File: src/rtl/sys_instr_check.sv
module sys_instr_check #(
  parameter int XLEN = 64
) (
  input  logic            clk,
  input  logic            rst_n,
  input  logic            instr_valid,
  input  logic [31:0]     instr,
  input  logic [1:0]      priv,
  input  logic            tvm,
  input  logic            tsr,
  input  logic            s_impl,
  input  logic [XLEN-1:0] rs1_val,
  input  logic [XLEN-1:0] rs2_val,
  input  logic [XLEN-1:0] sepc,
  input  logic            spp,
  input  logic            spie,
  output logic            illegal,
  output logic            flush_req,
  output logic            flush_addr_vld,
  output logic [XLEN-1:0] flush_addr,
  output logic            flush_asid_vld,
  output logic [XLEN-1:0] flush_asid,
  output logic            ret_req,
  output logic [XLEN-1:0] ret_pc,
  output logic [1:0]      ret_priv,
  output logic            ret_sie,
  output logic            ret_spie,
  output logic            ret_spp
);

  localparam logic [1:0]  PRV_U     = 2'b00;
  localparam logic [1:0]  PRV_S     = 2'b01;
  localparam logic [1:0]  PRV_M     = 2'b11;
  localparam logic [31:0] SRET_WORD = 32'h1020_0073;

  wire       is_fence = (instr[31:25] == 7'h09) && (instr[14:0] == 15'h0073);
  wire       is_sret  = (instr == SRET_WORD);
  wire [4:0] rs1_f    = instr[19:15];
  wire [4:0] rs2_f    = instr[24:20];

  logic fence_ok, sret_ok;

  always_comb begin
    case (priv)
      PRV_S:   fence_ok = !tvm;
      PRV_M:   fence_ok = 1'b1;
      default: fence_ok = 1'b0;
    endcase
    case (priv)
      PRV_S:   sret_ok = s_impl && !tsr;
      PRV_M:   sret_ok = s_impl;
      default: sret_ok = 1'b0;
    endcase
  end

  wire go_fence = instr_valid && is_fence && fence_ok;
  wire go_sret  = instr_valid && is_sret && sret_ok;
  wire go_ill   = instr_valid && ((is_fence && !fence_ok) || (is_sret && !sret_ok));
  wire addr_lim = go_fence && (rs1_f != 5'd0);
  wire asid_lim = go_fence && (rs2_f != 5'd0);

  always_ff @(posedge clk) begin
    if (!rst_n) begin
      illegal        <= 1'b0;
      flush_req      <= 1'b0;
      flush_addr_vld <= 1'b0;
      flush_addr     <= '0;
      flush_asid_vld <= 1'b0;
      flush_asid     <= '0;
      ret_req        <= 1'b0;
      ret_pc         <= '0;
      ret_priv       <= PRV_U;
      ret_sie        <= 1'b0;
      ret_spie       <= 1'b0;
      ret_spp        <= 1'b0;
    end else begin
      illegal        <= go_ill;
      flush_req      <= go_fence;
      flush_addr_vld <= addr_lim;
      flush_addr     <= addr_lim ? rs1_val : '0;
      flush_asid_vld <= asid_lim;
      flush_asid     <= asid_lim ? rs2_val : '0;
      ret_req        <= go_sret;
      ret_pc         <= go_sret ? sepc : '0;
      ret_priv       <= (go_sret && spp) ? PRV_S : PRV_U;
      ret_sie        <= go_sret && spie;
      ret_spie       <= go_sret;
      ret_spp        <= 1'b0;
    end
  end

endmodule

File: config.mk
export PLATFORM = sky130hd
export DESIGN_NAME = sys_instr_check
export DESIGN_NICKNAME = d
export VERILOG_FILES = /design/src/rtl/sys_instr_check.sv
export SDC_FILE = /design/constraint.sdc
export NUM_CORES = 1
export LEC_CHECK = 0
export ABC_AREA = 0
export BUFFER_PORTS_ARGS = -buffer_cell sky130_fd_sc_hd__clkbuf_2
export CAP_MARGIN = 0
export CORE_AREA = 2 2 171 173
export DETAILED_ROUTE_END_ITERATION = 10
export DIE_AREA = 0 0 173 175
export PLACE_DENSITY = 0.59
export REMOVE_ABC_BUFFERS = 1
export SLEW_MARGIN = 20
export SYNTH_ARGS = -nofsm -noshare
export SYNTH_HDL_FRONTEND = slang
export SYNTH_SLANG_ARGS = --single-unit
export TNS_END_PERCENT = 100
File: constraint.sdc
create_clock -name clk -period 2.85 [get_ports clk]
set_clock_uncertainty 0.05 [all_clocks]
set_input_delay 0.4275 -clock clk [delete_from_list [all_inputs] [get_ports clk]]
set_output_delay 0.4275 -clock clk [all_outputs]
set_load 0.02 [all_outputs]
==> out/summary.txt <==
DRC = 0
# resized after CTS = 0
max layer used = met5
vias in the first global route = 7,175
Finished Layout Cells = 1,488
Main synth FF type = dfxtp_1
WL met1 = 12,400 um
Buffers & Inverters on Critical Path = 2
Via density = 4.94
Min Clock Period, post-route = 2.01 ns
Fmax = 498 MHz
All-Layer GR Usage = 17.2%
Total Routed Length = 27,000 um
Starting DRT DRC Count = 427
DP HPWL = 18,200 um
nets@finish = 1,326
area of the core = 28,400 um2
I/O Pins = 436
hold endpoint = flush_addr[6]$_SDFF_PN0_
layout cells sized above 1 = 47.2%
first-pass GRT wire length = 41,600 um
Crit path max-delay family = simple AND/OR/NAND/NOR gates
CP cell instances = clkbuf_2 > or3_2 > or4_2 > buf_12 > nor4_2
critical path fanouts, max = 67
#FFs+latches synth = 199
Reg area = 3980 um2
dpl cell area = 9720 um2
Slew @ Worst Pin = 0.831 ns
width of the die = 173 um
CTS Buf Count = 17
area taken by multi-input logic gates = 2820 um2
post-synthesis sequential area ratio = 54.6%
starting density of the core = 25.7%
hold depth = 3
Final Hold Viols = 0
die area = 30,300 um2
CTS tree = done
critical path type = input port to register
element type at the critical path end = register
Area Overhead vs Synth = 41.0%
Initial DRT Pass Iterations = 4
Mapped Avg Cell Area = 9.91 um2
Hold Crit Start = rs1_val[6]
# rows = 62
max-cap viol count = 0
die height = 175 um
Synth Instances = 737
crit path launch type = input port
Worst path max stage delay = 0.68 ns
relative slew slack = 44.6%
drt wl/cell = 18.2 um
WP depth = 5
via count = 7,348
RSZ-0062 raised after global routing = no
Yosys Warn Count = 0
Critical Path RT = 3.13 ns
htree depth = 4
GPL Wtd Cong = 0.771
Power Density = 545 nW/um2
Routed Antenna Nets = 0
clock slew at reported path FFs = 0.08 ns
placed insts = 1,457
largest net degree at the start of global routing = 117
mapped cell area = 7300 um2
Synth area leader = dfxtp_1
Synth cell types = 28
initial antenna violation count = 1
EDFF count, synth = 0
CTS root buf = clkbuf_16
Finished Cell Area = 10,300 um2
VDD IR-drop max = 0.364 mV
Final Max Slew Viols = 0
HP Class = input port to register
met2 wire length = 12,100 um
final setup vio count = 0
routed wl met3 = 2060 um
port buffer count = 433
top cell type's share of synthesized area = 54.6%
leakage power = 4.19 nW
status = finished, final reports clean
fill count = 2,957
GRT overflow = 0
Worst Path Arrival = 2.29 ns
post-CTS setup repair buffer count = 0
Finished Core Util = 36.3%
CTS sink count = 199
synth top area cells = dfxtp_1 (55%), nor4_1 (14%), o21ai_0 (8.8%)
Post-synth ARST share = 0%
n_diodes = 0
hold buffers post-CTS = 0
Longest Clk Path Bufs = 2
slowest CP cell = or4_2
Tcrit/Tclk final = 70.4%
-- registers in the layout, indices dropped and copies added (netlist names) --
name            cells
flush_addr         64
flush_addr_vld      1
flush_asid         64
flush_asid_vld      1
flush_req           1
illegal             1
ret_pc             64
ret_priv            1
ret_sie             1
ret_spie            1
-- kinds of logic (layout without fill, tap and decap cells) --
logic type	Yosys count	count (layout)	synth area share [%]
flops	199	199	54.6
other cells	1	2	0.0514
simple gates	284	284	29.4
buf+inv	122	488	6.91
compound gates	131	131	9.10
-- synth_stat cells, types with 2 or more instances --
library cell,count
nor3_1,2
nor2_1,2
nand3b_1,2
nor4b_1,3
clkbuf_1,105
dfxtp_1,199
o21ai_0,129
buf_1,4
buf_2,4
nor2b_1,2
inv_1,2
nand4_1,2
buf_6,4
buf_4,3
nor4_1,167
nand4b_1,66
nor4_2,30
-- worst max path at each step --
stage	from	endpoint	slack [ns]
2_1_floorplan	instr[10]	illegal$_SDFF_PN0_	-4.04
5_1_grt	instr[15]	ret_pc[13]$_SDFF_PN0_	0.76
4_1_cts	instr[15]	ret_pc[58]$_SDFF_PN0_	0.85
6_report	instr[15]	ret_pc[58]$_SDFF_PN0_	0.84
3_5_place_dp	instr[15]	ret_pc[21]$_SDFF_PN0_	0.39
3_3_place_gp	instr[15]	ret_pc[0]$_SDFF_PN0_	0.45
-- final cells by class --
cell class / count / share of cell area [%]
sequential: 199 / 38.7
multi-input combinational: 417 / 27.4
timing repair buffer: 455 / 23.5
tap: 384 / 4.67
clock buffer: 21 / 4.47
clock inverter: 10 / 1.14
inverter: 2 / 0.0729
-- routing by layer --
metal	vias to the layer above	global-route usage [%]
met5	-	0
met4	2	5.44
met3	32	5.20
met1	3491	23.0
met2	307	26.7
li1	3516	-
-- report_power, final --
part           internal [W]     switching, W
sequential          0.00278  0.0000000000152
combinational      0.000179         0.000213
clock               0.00134          0.00109
total               0.00430          0.00131
-- stage by stage --
step           hold WS (ns)  TNS, ns  total power [W]  setup WS [ns]
6_report              0.163        0          0.00561          0.843
3_3_place_gp          0.603        0          0.00324          0.448
3_5_place_dp          0.608        0          0.00324          0.394
2_1_floorplan         0.520  -752.94          0.00298          -4.04
4_1_cts               0.135        0          0.00568          0.854
5_1_grt               0.147        0          0.00583          0.756
-- cells in the final DEF (no fill, tap or decap), types with 3 or more instances in the layout --
master and instances:
clkbuf_16 17, clkbuf_2 433, o21ai_0 129, nor4_2 30, nor4_1 167, clkinv_2 3, dfxtp_1 199, inv_6 3
nor4b_1 3, buf_12 7, buf_4 15, nand4b_1 66
(Power assumes the default switching activity.)
